## config.mk

```make
export PLATFORM = sky130hd
export DESIGN_NAME = stall_fu_pipe
export DESIGN_NICKNAME = d
export VERILOG_FILES = /design/src/rtl/fu_pipe_pkg.sv /design/src/rtl/fu_timing_match.sv /design/src/rtl/fu_issue_gate.sv /design/src/rtl/fu_stage_chain.sv /design/src/rtl/stall_fu_pipe.sv
export SDC_FILE = /design/constraint.sdc
export NUM_CORES = 1
export LEC_CHECK = 0
export ABC_CLOCK_PERIOD_IN_PS = 2600
export BUFFER_PORTS_ARGS = -buffer_cell sky130_fd_sc_hd__buf_2
export CORE_MARGIN = 5
export CORE_UTILIZATION = 53
export DETAILED_ROUTE_END_ITERATION = 10
export GPL_TIMING_DRIVEN = 0
export HOLD_SLACK_MARGIN = 0.08
export PLACE_DENSITY = 0.79
export SLEW_MARGIN = 20
export SYNTH_ARGS = -nofsm -noshare
export SYNTH_HDL_FRONTEND = slang
export SYNTH_HIERARCHICAL = 1
export SYNTH_SLANG_ARGS = --single-unit
```

## constraint.sdc

```tcl
create_clock -name clk -period 2.6 [get_ports clk]
set_clock_uncertainty 0.1 [all_clocks]
set_input_delay 0 -clock clk [delete_from_list [all_inputs] [get_ports clk]]
set_output_delay 0 -clock clk [all_outputs]
set_load 0.005 [all_outputs]
```

## src/rtl/fu_pipe_pkg.sv

```systemverilog
package fu_pipe_pkg;
  localparam int EXTRA_W = 4;
  typedef logic [EXTRA_W-1:0] extra_t;
  typedef struct packed {
    logic   suppress;
    extra_t extra;
  } tm_result_t;
endpackage

```

## src/rtl/fu_timing_match.sv

```systemverilog
module fu_timing_match
  import fu_pipe_pkg::*;
#(
  parameter int INSN_W   = 16,
  parameter int N_CLS    = 8,
  parameter int CLS_W    = 3,
  parameter int N_TIMING = 3,
  parameter logic [N_TIMING*INSN_W-1:0]  T_MASK     = '0,
  parameter logic [N_TIMING*INSN_W-1:0]  T_MATCH    = '0,
  parameter logic [N_TIMING-1:0]         T_SUPPRESS = '0,
  parameter logic [N_TIMING*EXTRA_W-1:0] T_EXTRA    = '0,
  parameter logic [N_TIMING*N_CLS-1:0]   T_CLS      = '1
) (
  input  logic [INSN_W-1:0] insn,
  input  logic [CLS_W-1:0]  cls,
  output tm_result_t        res,
  output logic              cls_ok
);
  // Scan from the top index down so that the lowest matching entry wins.
  always_comb begin
    res    = '0;
    cls_ok = 1'b1;
    for (int i = N_TIMING - 1; i >= 0; i--) begin
      if ((insn & T_MASK[i*INSN_W +: INSN_W]) == T_MATCH[i*INSN_W +: INSN_W]) begin
        res.suppress = T_SUPPRESS[i];
        res.extra    = T_EXTRA[i*EXTRA_W +: EXTRA_W];
        cls_ok       = T_CLS[i*N_CLS + int'(cls)];
      end
    end
  end
endmodule

```

## src/rtl/fu_issue_gate.sv

```systemverilog
module fu_issue_gate #(
  parameter int ISSUE_LAT = 2
) (
  input  logic clk,
  input  logic rst,
  input  logic take,
  output logic gap_ok
);
  localparam int CW = (ISSUE_LAT < 2) ? 1 : $clog2(ISSUE_LAT + 1);
  logic [CW-1:0] wait_q;

  always_ff @(posedge clk) begin
    if (rst)                wait_q <= '0;
    else if (take)          wait_q <= CW'(ISSUE_LAT - 1);
    else if (wait_q != '0)  wait_q <= wait_q - 1'b1;
  end

  assign gap_ok = (wait_q == '0);
endmodule

```

## src/rtl/fu_stage_chain.sv

```systemverilog
module fu_stage_chain
  import fu_pipe_pkg::*;
#(
  parameter int OP_LAT = 3,
  parameter int TAG_W  = 8
) (
  input  logic             clk,
  input  logic             rst,
  input  logic             push,
  input  logic [TAG_W-1:0] push_tag,
  input  extra_t           push_extra,
  input  logic             out_accept,
  output logic             s0_busy,
  output logic             move,
  output logic             out_valid,
  output logic [TAG_W-1:0] out_tag
);
  localparam int LAST = OP_LAT - 1;

  logic [OP_LAT-1:0] v_q;
  logic [TAG_W-1:0]  tag_q [OP_LAT];
  extra_t            ex_q  [OP_LAT];
  extra_t            tail_wait_q;

  logic [OP_LAT-1:0] v_in;
  logic [TAG_W-1:0]  tag_in [OP_LAT];
  extra_t            ex_in  [OP_LAT];

  // Input of each stage: the new token for stage 0, the previous stage otherwise.
  always_comb begin
    v_in[0]   = push;
    tag_in[0] = push_tag;
    ex_in[0]  = push ? push_extra : '0;
    for (int i = 1; i < OP_LAT; i++) begin
      v_in[i]   = v_q[i-1];
      tag_in[i] = tag_q[i-1];
      ex_in[i]  = ex_q[i-1];
    end
  end

  assign out_valid = v_q[LAST] && (tail_wait_q == '0);
  assign move      = !v_q[LAST] || (out_valid && out_accept);
  assign s0_busy   = v_q[0];
  assign out_tag   = tag_q[LAST];

  always_ff @(posedge clk) begin
    if (rst) begin
      v_q         <= '0;
      tail_wait_q <= '0;
      for (int i = 0; i < OP_LAT; i++) begin
        tag_q[i] <= '0;
        ex_q[i]  <= '0;
      end
    end else if (move) begin
      v_q         <= v_in;
      tail_wait_q <= ex_in[LAST];
      for (int i = 0; i < OP_LAT; i++) begin
        tag_q[i] <= tag_in[i];
        ex_q[i]  <= ex_in[i];
      end
    end else begin
      // Frozen chain: only an empty first stage may be filled.
      if (push) begin
        v_q[0]   <= 1'b1;
        tag_q[0] <= push_tag;
        ex_q[0]  <= push_extra;
      end
      if (tail_wait_q != '0) tail_wait_q <= tail_wait_q - 1'b1;
    end
  end
endmodule

```

## src/rtl/stall_fu_pipe.sv

```systemverilog
module stall_fu_pipe
  import fu_pipe_pkg::*;
#(
  parameter int OP_LAT    = 3,
  parameter int ISSUE_LAT = 2,
  parameter int N_CLASSES = 8,
  parameter int INSN_W    = 16,
  parameter int TAG_W     = 8,
  parameter int N_TIMING  = 3,
  parameter logic [N_CLASSES-1:0] CAP_MASK = 8'h3B,
  parameter logic [N_TIMING*INSN_W-1:0]  T_MASK     = {16'h00FF, 16'hF000, 16'hF000},
  parameter logic [N_TIMING*INSN_W-1:0]  T_MATCH    = {16'h0055, 16'hB000, 16'hA000},
  parameter logic [N_TIMING-1:0]         T_SUPPRESS = 3'b001,
  parameter logic [N_TIMING*EXTRA_W-1:0] T_EXTRA    = {4'd0, 4'd2, 4'd0},
  parameter logic [N_TIMING*N_CLASSES-1:0] T_CLS    = {8'h01, 8'hFF, 8'hFF},
  localparam int CLS_W = $clog2(N_CLASSES)
) (
  input  logic              clk,
  input  logic              rst,
  input  logic              in_valid,
  input  logic [CLS_W-1:0]  in_class,
  input  logic [INSN_W-1:0] in_insn,
  input  logic [TAG_W-1:0]  in_tag,
  output logic              can_insert,
  output logic              in_taken,
  output logic              out_valid,
  output logic [TAG_W-1:0]  out_tag,
  input  logic              out_accept
);
  tm_result_t tm_res;
  logic       tm_cls_ok;
  logic       gap_ok;
  logic       s0_busy;
  logic       move;
  logic       eligible;

  fu_timing_match #(
    .INSN_W(INSN_W), .N_CLS(N_CLASSES), .CLS_W(CLS_W), .N_TIMING(N_TIMING),
    .T_MASK(T_MASK), .T_MATCH(T_MATCH), .T_SUPPRESS(T_SUPPRESS),
    .T_EXTRA(T_EXTRA), .T_CLS(T_CLS)
  ) u_match (
    .insn(in_insn), .cls(in_class), .res(tm_res), .cls_ok(tm_cls_ok)
  );

  fu_issue_gate #(.ISSUE_LAT(ISSUE_LAT)) u_gate (
    .clk(clk), .rst(rst), .take(in_taken), .gap_ok(gap_ok)
  );

  fu_stage_chain #(.OP_LAT(OP_LAT), .TAG_W(TAG_W)) u_chain (
    .clk(clk), .rst(rst), .push(in_taken), .push_tag(in_tag),
    .push_extra(tm_res.extra), .out_accept(out_accept), .s0_busy(s0_busy),
    .move(move), .out_valid(out_valid), .out_tag(out_tag)
  );

  assign can_insert = gap_ok && (move || !s0_busy);
  assign eligible   = CAP_MASK[in_class] && tm_cls_ok && !tm_res.suppress;
  assign in_taken   = in_valid && can_insert && eligible;
endmodule

```

==> results of run 1 <==
## path summary, 6_finish.rpt
path | cells after the start | end | slack, ns
setup reg to reg | 11 | u_chain/tag_q[0][2] | 0.29
hold / removal | 4 | u_gate/wait_q[1] | 0.09
hold reg to reg | 2 | u_chain/v_q[2] | 0.40
setup / recovery | 11 | u_chain/tag_q[0][2] | 0.29
## state kept, by name, summed over array words and instances (netlist names)
signal / count
u_chain/ex_q: 8
u_chain/tail_wait_q: 4
u_chain/v_q: 3
u_gate/wait_q: 2
u_chain/tag_q: 24
## stage by stage
| stage | std cells | utilization | setup slack [ns] | area [sq um] | hold slack, ns |
|---|---|---|---|---|---|
| 6_report | 255 | 0.687 | 0.289 | 2290 | 0.0918 |
| 5_1_grt | 255 | 0.687 | 0.0529 | 2290 | 0.0936 |
| 4_1_cts | 255 | 0.684 | 0.137 | 2280 | 0.0905 |
| 3_5_place_dp | 235 | 0.624 | 0.0319 | 2080 | 0.119 |
| 3_3_place_gp | 235 | 0.624 | 0.103 | 2080 | 0.0992 |
| 2_1_floorplan | 152 | - | 0.342 | 1840 | -0.0309 |
## metal layers
metal | GRT usage | part of all wire | up-vias
li1 | - | - | 638
met2 | 0.280 | 0.52 | 48
met5 | 0 | 0 | -
met1 | 0.172 | 0.39 | 607
met3 | 0.0519 | 0.073 | 4
met4 | 0.0706 | 0.018 | 0
## timing repair
action	in CTS	in global routing
buffers inserted	1	0
endpoints found under the hold margin	16	0
gates resized for setup	1	2
hold buffers	11	0
endpoints found under the setup margin	18	20
## cell type report
type	instances	area [sq um]
Sequential cell	41	1140
Fill cell	262	1040
Multi-Input combinational cell	92	628
Timing Repair Buffer	49	303
Tap cell	46	57.6
Buffer	8	43.8
Clock inverter	3	41.3
Inverter	11	41.3
Clock buffer	5	37.5
## cell families after synthesis
group	count (synthesis)
xor+xnor	1
compound gates	18
buf+inv	19
other cells	1
flops	41
simple gates	65
mux	1
fa+ha+maj	4
## cell usage after synthesis, types with 2 or more instances
master	number	area, sq um
nand2_1	5	18.8
nand2b_1	4	25.0
nor2b_1	2	12.5
and2_1	29	181
clkbuf_1	3	11.3
dfxtp_1	9	180
edfxtp_1	32	961
a21oi_1	4	20.0
nor4bb_1	3	30.0
nor2_1	4	15.0
nand3b_1	2	15.0
nand4_1	2	12.5
ha_1	4	50.1
o21ai_0	4	20.0
a31oi_1	3	18.8
and3_1	5	31.3
buf_4	3	22.5
inv_1	10	37.5
nand3_1	3	15.0
## tightest hold or removal path: cells and delay by family
kind	cells	cell delay (ns)
buffers and inverters	1	0.10
AND/OR/NAND/NOR	1	0.26
AO/OA/AOI/OAI	2	0.13
## layout by cell type (no fill, tap or decap), drive strengths merged, types with 2 or more instances in the layout
cell type     n
and3          5
nand3b        2
a31oi         3
o21ai         4
clkbuf        9
inv          11
buf          42
nand2b        4
nor2b         2
a21oi         5
nand2         5
nor2          4
dfxtp         9
and2         29
nand3         3
nand4         2
ha            4
nor4bb        3
conb          3
dlygate4sd3  11
edfxtp       32
## power groups by stage
stage	registers, W	logic [W]	clock network, W
after floorplan	0.000789	0.000158	0
after global placement	0.000791	0.000218	0
after detailed placement	0.000794	0.000236	0
after CTS	0.000779	0.000251	0.000414
after global routing	0.000784	0.000283	0.000443
final	0.000779	0.000256	0.000403
==> run_results.csv, run 1 <==
group,metric,value,unit
setup_path,arrival,2.27,ns
synth,synthXorXnorAreaFrac,0.00478,
floorplan,start_util,0.549,
placed_design,dp_hpwl,2.31,mm
clock_network,clk-insertion-delay-late,0.35,ns
hold_path,hp-start,"in_class[1]",
setup_path,crit_path_end_kind,"register",
route,first_iter_violations,48,
sta,fin_tns_setup,0,ns
synth,synth_edf_count,32,
clock_network,cts_max_path_buffers,2,
placed_design,io_buffers,37,
synth,synth_adder_area_share,0.0273,
synth,synth_simple_gate_area_share,0.221,
setup_path,crit_type,"register to register",
power,internal-power,0.00108,W
setup_path,cp_max_fo,12,
hold_path,hold_class,"input pin to register",
synth,synthFlopType,"edfxtp_1",
floorplan,design.die.area,4730,sq um
route,wl,3.25,mm
synth,syn_inst,150,
power,ir_drop,0.349,mV
finish,layout-drive-gt1-share,0.273,
power,p_clk_frac,0.280,
sta,fmax,433,MHz
floorplan,core,3340,sq um
setup_path,cp-start-kind,"register",
power,comb_power_share,0.178,
global_routing,gr-total-overflow,0,
sta,fin_crit_sh,0.889,
route,firstDrtPassIters,6,
clock_network,cts_tree,"yes",
route,viasPerCell,5.09,
setup_path,path_cells,"inv_1, ha_1, nand4bb_1, buf_2, nand2_1, inv_1, a21boi_2, and3_2, inv_1, nand4_1, buf_4",
global_routing,grt_first_pass_wirelength,5.35,mm
global_routing,grt_pass1_vias,1269,
floorplan,die_h,68.8,microns
sta,setup_viol,0,
power,power.leakage,1.01,nW
global_routing,antenna_found_initial,0,
finish,diodes,0,
route,ant_nets,0,
setup_path,crit_family,"buffers and inverters",
sta,slew_headroom,0.429,
power,p_switching,0.000353,W
power,swShare,0.245,
route,routedWlPerCell,12.7,microns
clock_network,htreeDepth,2,
outcome,status,"complete, no violations",
synth,avgSynthCellArea,12.2,sq um
setup_path,startpoint,"u_chain/tail_wait_q[0]",
sta,grt_setup_unrepaired,"no",
sta,fin_crit,2.31,ns
synth,ys_ff_latch,41,
floorplan,rows,21,
setup_path,crit_top_cell,"inv_1",
route,routed-via-count,1297,
synth,synth.distinct_cells,38,
clock_network,clock-sinks,41,
global_routing,grt_start_max_net_pins,21,
synth,synth_mux_area_frac,0.00615,
synth,yosysWarnings,6,
clock_network,cts.clk_slew.worst_paths,0.13,ns
finish,area_growth,25.3,%
synth,async_flop_share,0,
power,cellPowerDensity,627,nW/um^2
setup_path,worst_r2r_startpoint,"u_chain/tail_wait_q[0]",
power,power_frac_seq,0.542,
synth,synth_area,1830,sq um
setup_path,cp.required,2.56,ns
sta,worst_pin_slew,0.854,ns
power,totalPowerFinal,0.00144,W
synth,synth_top_family_by_area,"simple AND/OR/NAND/NOR gates",
clock_network,root_buffer,"clkbuf_4",
route,drc,0,
setup_path,crit_path_top_delay_cell,"dfxtp_1",
setup_path,slowest_delay,0.36,ns
floorplan,fp.dieW,68.8,microns
global_routing,grt_usage,0.159,
floorplan,num_io_pins,42,
finish,fin_nets,243,
flow_run,maxCapViolations,0,
clock_network,numCtsBuffers,5,
sta,slew_viol_final,0,
synth,synth-seq-area-share,0.623,
placed_design,place_congestion,0.760,
sta,hold_viol,0,
synth,synth-compound-area-share,0.0684,
setup_path,worst-path-buf-inv,5,
Note: power is estimated with default switching activity, not from simulation.
==> inputs of run 2 (changes only) <==
- ABC_AREA: default -> 1
- CELL_PAD_IN_SITES_DETAIL_PLACEMENT: default -> 1
- CELL_PAD_IN_SITES_GLOBAL_PLACEMENT: default -> 2
- CORE_UTILIZATION: 53 -> 33
- PLACE_DENSITY: 0.79 -> 0.78
==> run 2 against run 1 <==
Combinational power grew 15%. Routed wire length grew 3.3%. Register-to-register slack lost 0.04 ns. Count of clock-buffer cells in the layout is the same. Critical path depth shrank 4. Final area grew 9.5%. Sequential share of layout area shrank 4.3 points. Die area grew 63%. Sequential cell count is the same. Area after synthesis grew 8.7%. Critical path type unchanged. Largest power group unchanged.
==> run_results.csv, run 2 <==
group,metric,value,unit
setup_path,crit_path_top_delay_cell,"or2_1",
synth,synth-seq-area-share,0.573,
synth,avgSynthCellArea,9.95,sq um
synth,yosysWarnings,6,
setup_path,cp-start-kind,"register",
synth,async_flop_share,0,
finish,reg.largest.list,"u_chain/tag_q x24, u_chain/ex_q x8, u_chain/tail_wait_q x4",
setup_path,crit_type,"register to register",
sta,fin_ws,0.247,ns
sta,worst_pin_slew,0.497,ns
clock_network,htreeDepth,2,
setup_path,ff2ff_setup_slack,0.25,ns
finish,area.sequential,1140,sq um
synth,synth_area,1990,sq um
synth,synth.distinct_cells,28,
global_routing,grt_usage,0.0979,
placed_design,io_buffers,37,
setup_path,crit_path_end_kind,"register",
floorplan,fp.dieW,87.7,microns
synth,synth_simple_gate_area_share,0.224,
synth,ys_ff_latch,41,
finish,design_area,2510,sq um
finish,fill_cells,687,
synth,synth_top_family_by_area,"simple AND/OR/NAND/NOR gates",
flow_run,maxCapViolations,0,
global_routing,gr-total-overflow,0,
setup_path,cp.required,2.43,ns
power,power.leakage,1.18,nW
global_routing,antenna_found_initial,0,
finish,area_growth,26.2,%
finish,mostFrequentLayoutCell,"inv_1",
sta,fin_crit_sh,0.905,
route,first_iter_violations,31,
synth,synth_most_common_cell,"inv_1",
synth,syn_inst,200,
synth,synth_adder_area_share,0.0251,
clock_network,root_buffer,"clkbuf_8",
synth,synthXorXnorAreaFrac,0.00880,
finish,layout_common_cells,"inv_1, buf_2, edfxtp_1, nor2_1, nand2_1",
synth,yosys-top-cells-count,"inv_1, edfxtp_1, nor2_1",
setup_path,reg2reg_depth,7,
placed_design,dpl_cell_area,2280,sq um
sta,fin_crit,2.35,ns
floorplan,core,5890,sq um
floorplan,num_io_pins,42,
synth,synth_mux_area_frac,0,
finish,largest_reg_flops,24,
synth,synth-compound-area-share,0.0446,
sta,fmax,425,MHz
clock_network,cts.clk_slew.worst_paths,0.07,ns
setup_path,path_cells,"inv_1, ha_1, nand3_4, nand2_4, inv_1, nand2_2, or2_1",
global_routing,grt_start_max_net_pins,24,
sta,slew_headroom,0.668,
synth,synth.largest_area_cell,"edfxtp_1",
floorplan,rows,28,
route,routedWlPerCell,10.0,microns
setup_path,slowest_delay,0.49,ns
clock_network,clock-sinks,41,
outcome,status,"complete, no violations",
setup_path,arrival,2.18,ns
hold_path,hold_depth,6,
floorplan,design.die.area,7690,sq um
clock_network,numCtsBuffers,5,
route,ant_nets,0,
floorplan,die_h,87.7,microns
power,cellPowerDensity,627,nW/um^2
sta,grt_setup_unrepaired,"no",
placed_design,pre_cts_slack,-0.0546,ns
synth,synth_edf_count,32,
route,viasPerCell,3.98,
route,wl,3.35,mm
sta,slew_viol_final,0,
finish,diodes,0,
clock_network,post-cts-setup-buffers,0,
synth,synthFlopType,"edfxtp_1",
power,ir_drop,0.278,mV
clock_network,cts_tree,"yes",
hold_path,hold_class,"input pin to register",
floorplan,start_util,0.338,
placed_design,dp_hpwl,2.54,mm
synth,netlist.area_leader.share,0.483,
finish,fin_nets,293,
clock_network,cts_max_path_buffers,2,
route,firstDrtPassIters,3,
sta,whs,0.0961,ns
placed_design,place_congestion,0.667,
route,drc,0,
setup_path,crit_top_cell,"inv_1",
sta,hold_viol,0,
global_routing,grt_pass1_vias,1359,
route,routed-via-count,1328,
finish,layout-drive-gt1-share,0.263,
setup_path,cp_max_fo,23,
clock_network,clk-insertion-delay-late,0.28,ns
finish,multi_input_area,619,sq um
global_routing,grt_first_pass_wirelength,5.84,mm
sta,setup_viol,0,
synth,netlist_top_cells_area,"edfxtp_1, dfxtp_1, inv_1, nor2_4, nor2_1",
finish,regMostFlops,"u_chain/tag_q",
sta,fin_tns_setup,0,ns
[run 2: timing repair]
| item | in CTS | in global routing |
|---|---|---|
| setup endpoints to repair | 12 | 16 |
| endpoints found under the hold margin | 14 | 0 |
| resized for setup | 1 | 1 |
| hold buffers | 12 | 0 |
[run 2: per-layer routing]
| metal | routed length [microns] | up-vias | track usage |
|---|---|---|---|
| met5 | 0 | - | 0 |
| met4 | 38 | 0 | 0.0377 |
| met3 | 175 | 2 | 0.0301 |
| met2 | 1660 | 30 | 0.167 |
| met1 | 1480 | 577 | 0.115 |
| li1 | - | 719 | - |
[run 2: final timing paths]
path	start	endpoint
worst max-delay path	u_chain/tail_wait_q[0]	u_chain/tag_q[0][7]
worst min-delay path	in_valid	u_gate/wait_q[1]
worst max register to register	u_chain/tail_wait_q[0]	u_chain/tag_q[0][7]
worst min register to register	u_chain/v_q[1]	u_chain/v_q[2]
[run 2: kinds of logic after synthesis]
logic type	count (synthesis)
simple gates	84
buf+inv	55
flops	41
compound gates	13
fa+ha+maj	4
xor+xnor	2
other cells	1
[run 2: critical path, delay by kind of cell (launching register included)]
family	cells	cell delay, ns
adders and majority gates	1	0.24
and+or+nand+nor	4	1.12
DFF	1	0.34
buffers and inverters	2	0.19
[run 2: area by class of cell]
cell class	count	area share
Timing Repair Buffer	49	0.122
Clock inverter	3	0.0164
Buffer	7	0.0249
Sequential cell	41	0.454
Multi-Input combinational cell	106	0.247
Inverter	48	0.0717
Tap cell	75	0.0374
Clock buffer	5	0.0274
[run 2: where the power goes]
group	total (W)	leakage [nW]	internal [W]	switching (W)
Clock	0.000486	0.0518	0.000282	0.000204
Combinational	0.000295	0.677	0.000132	0.000163
Sequential	0.000793	0.455	0.000770	0.0000229
Total	0.00157	1.18	0.00118	0.000390
[run 2: metrics by stage]
| step | power [W] | utilization | std cells |
|---|---|---|---|
| finish | 0.00157 | 0.427 | 334 |
| global route | 0.00168 | 0.427 | 334 |
| CTS | 0.00160 | 0.426 | 334 |
| detailed placement | 0.00110 | 0.387 | 314 |
| global placement | 0.00109 | 0.387 | 314 |
| floorplan | 0.00101 | - | 202 |
==> inputs of run 3 (changes only) <==
- CORE_UTILIZATION: 33 -> 31
- PLACE_DENSITY: 0.78 -> 0.77
- SYNTH_HIERARCHICAL: 1 -> default
==> run 3 against run 2 <==
Worst hold slack got worse by 0.0099 ns. Area after synthesis down 19%. Critical path depth rose by 2. Sequential cell count fell by 6. Non-clock buffer count down 3. Sequential share of layout area down 0.58 points.
==> run_results.csv, run 3 <==
group,metric,value,unit
placed_design,placed_cells,272,
clock_network,clk-insertion-delay-late,0.29,ns
finish,layout-drive-gt1-share,0.296,
clock_network,cts_max_path_buffers,2,
route,ant_nets,0,
clock_network,htreeDepth,2,
floorplan,die_h,82.0,microns
placed_design,io_buffers,37,
synth,netlist.area_leader.share,0.486,
route,routedWlPerCell,10.6,microns
setup_path,arrival,1.91,ns
finish,mostFrequentLayoutCell,"buf_2",
setup_path,reg2reg_depth,9,
setup_path,worst_r2r_startpoint,"u_chain.tail_wait_q[0]",
finish,diodes,0,
power,ir_drop,0.212,mV
global_routing,grt_usage,0.108,
finish,layout_common_cells,"buf_2, inv_1, nor2_1, nand2_1, edfxtp_1",
finish,regMostFlops,"u_chain.tag_q",
power,cellPowerDensity,694,nW/um^2
hold_path,hold_depth,5,
route,first_iter_violations,27,
synth,avgSynthCellArea,9.74,sq um
synth,syn_inst,165,
floorplan,rows,26,
sta,slew_headroom,0.691,
clock_network,numCtsBuffers,5,
synth,yosysWarnings,0,
setup_path,cp_max_fo,10,
synth,synth.distinct_cells,24,
synth,synth_edf_count,26,
sta,fin_crit_sh,0.807,
setup_path,slowest_delay,0.36,ns
synth,synth_area,1610,sq um
setup_path,cp.required,2.41,ns
placed_design,place_congestion,0.715,
setup_path,crit_path_top_delay_cell,"dfxtp_1",
synth,synth_most_common_cell,"inv_1",
setup_path,path_cells,"inv_1, ha_1, nand3_2, nand3_2, nand2_2, inv_2, nand2_4, buf_6, nand3_1",
clock_network,clock-sinks,35,
global_routing,antenna_found_initial,0,
synth,ys_ff_latch,35,
clock_network,root_buffer,"clkbuf_8",
hold_path,hold_path_end,"u_chain.ex_q[0][1]",
sta,grt_setup_unrepaired,"no",
floorplan,core,5070,sq um
synth,yosys-top-cells-count,"inv_1, nor2_1, edfxtp_1, nand2_1, dfxtp_1",
finish,fill_cells,623,
outcome,status,"complete, no violations",
route,drc,0,
global_routing,grt_start_max_net_pins,22,
global_routing,grt_first_pass_wirelength,5.39,mm
synth,synth.largest_area_cell,"edfxtp_1",
finish,reg.largest.list,"u_chain.tag_q x24, u_chain.tail_wait_q x4, u_chain.v_q x3",
finish,largest_reg_flops,24,
setup_path,crit_top_cell,"nand3_2",
global_routing,gr-total-overflow,0,
setup_path,crit_path_end_kind,"register",
hold_path,hold_class,"input pin to register",
placed_design,dp_hpwl,2.21,mm
sta,slew_viol_final,0,
synth,synth.net_count,198,
floorplan,fp.dieW,82.0,microns
finish,final_cell_count_no_fill,293,
sta,hold_viol,0,
floorplan,start_util,0.317,
route,viasPerCell,4.07,
setup_path,worstReg2RegEnd,"u_chain.ex_q[0][1]",
route,firstDrtPassIters,4,
sta,setup_viol,0,
floorplan,num_io_pins,42,
sta,fmax,476,MHz
synth,async_flop_share,0,
sta,fin_crit,2.10,ns
route,routed-via-count,1193,
flow_run,maxCapViolations,0,
synth,synthFlopType,"edfxtp_1",
synth,netlist_top_cells_area,"edfxtp_1, dfxtp_1, inv_1, nor2_1, nand2_1",
finish,fin_nets,255,
sta,fin_tns_setup,0,ns
synth,synth-seq-area-share,0.598,
route,wl,3.11,mm
hold_path,hp-start,"in_insn[15]",
clock_network,post-cts-setup-buffers,0,
clock_network,cts.clk_slew.worst_paths,0.06,ns
clock_network,cts_tree,"yes",
global_routing,grt_pass1_vias,1281,
power,power.leakage,0.993,nW
finish,area_growth,33.3,%
floorplan,design.die.area,6730,sq um
setup_path,crit_type,"register to register",
setup_path,ff2ff_setup_slack,0.50,ns
sta,worst_pin_slew,0.464,ns
setup_path,cp-start-kind,"register",
-- run 3: cell types whose count changed after synthesis, moves of 4 or more --
cell / before / now
inv_1: 48 / 33
nor2_4: 11 / 1
a21boi_0: 8 / 0
a21oi_2: 1 / 7
edfxtp_1: 32 / 26
a21oi_1: 1 / 6
nor2_1: 31 / 27
-- run 3: cell families after synthesis --
group	count (synthesis)	synth area share
and+or+nand+nor	71	0.202
buffers and inverters	38	0.0957
DFF	35	0.598
AOI/OAI and AO/OA	16	0.0732
xor gates and xnor gates	3	0.0163
adders and majority gates	2	0.0156
-- run 3: report_power, final --
| part | total, W | internal, W | switching, W | leakage [nW] |
|---|---|---|---|---|
| Sequential | 0.000660 | 0.000643 | 0.0000170 | 0.383 |
| Clock | 0.000572 | 0.000383 | 0.000189 | 0.0654 |
| Combinational | 0.000256 | 0.000119 | 0.000137 | 0.544 |
| Total | 0.00149 | 0.00114 | 0.000344 | 0.993 |
-- run 3: repair_timing --
action,4_1_cts,5_1_grt
hold buffers,13,0
endpoints found under the hold margin,13,0
gates resized for setup,0,0
-- run 3: how the worst max path moves through the flow --
stage / start / to / slack, ns / cells past startpoint
finish: u_chain.tail_wait_q[0] / u_chain.ex_q[0][1] / 0.50 / 9
detailed placement: u_chain.tail_wait_q[0] / u_chain.tag_q[0][3] / 0.49 / 9
global route: u_chain.tail_wait_q[0] / u_chain.ex_q[0][1] / 0.32 / 9
global placement: u_chain.tail_wait_q[0] / u_chain.ex_q[0][1] / 0.52 / 9
floorplan: u_chain.tail_wait_q[0] / u_chain.ex_q[0][1] / 0.77 / 9
CTS: u_chain.tail_wait_q[0] / u_chain.ex_q[0][1] / 0.47 / 9
-- run 3: routing by layer --
layer  track usage  share of wire  wire length (microns)  vias to the layer above
li1              -              -                      -                      627
met1         0.120           0.44                   1360                      524
met2         0.183           0.48                   1500                       34
met3        0.0428          0.063                    195                        8
met4        0.0449          0.021                     65                        0
met5             0              0                      0                        -
-- run 3: layout make-up --
cell class                 count  area (sq um)  area share
inverter                      35           134      0.0625
sequential                    35           961       0.448
clock inverter                 2          60.1      0.0280
clock buffer                   6          72.6      0.0339
multi-input combinational     92           493       0.230
timing repair buffer          50           315       0.147
tap                           70          87.6      0.0409
buffer                         3          20.0     0.00934
-- run 3: critical path: cells and delay by family, from the launching register on --
kind / cells / cell delay (ns)
flops: 1 / 0.36
buf+inv: 3 / 0.29
simple gates: 5 / 0.72
fa+ha+maj: 1 / 0.25
-- run 3: per-stage QoR --
stage | setup slack, ns | area, sq um | total power (W) | hold slack, ns | utilization
after floorplan | 0.770 | 1610 | 0.000831 | -0.0309 | -
after global placement | 0.522 | 1880 | 0.000900 | 0.113 | 0.371
after detailed placement | 0.493 | 1880 | 0.000904 | 0.113 | 0.371
after CTS | 0.469 | 2140 | 0.00151 | 0.0824 | 0.422
after global routing | 0.318 | 2140 | 0.00157 | 0.109 | 0.422
final | 0.501 | 2140 | 0.00149 | 0.0862 | 0.422
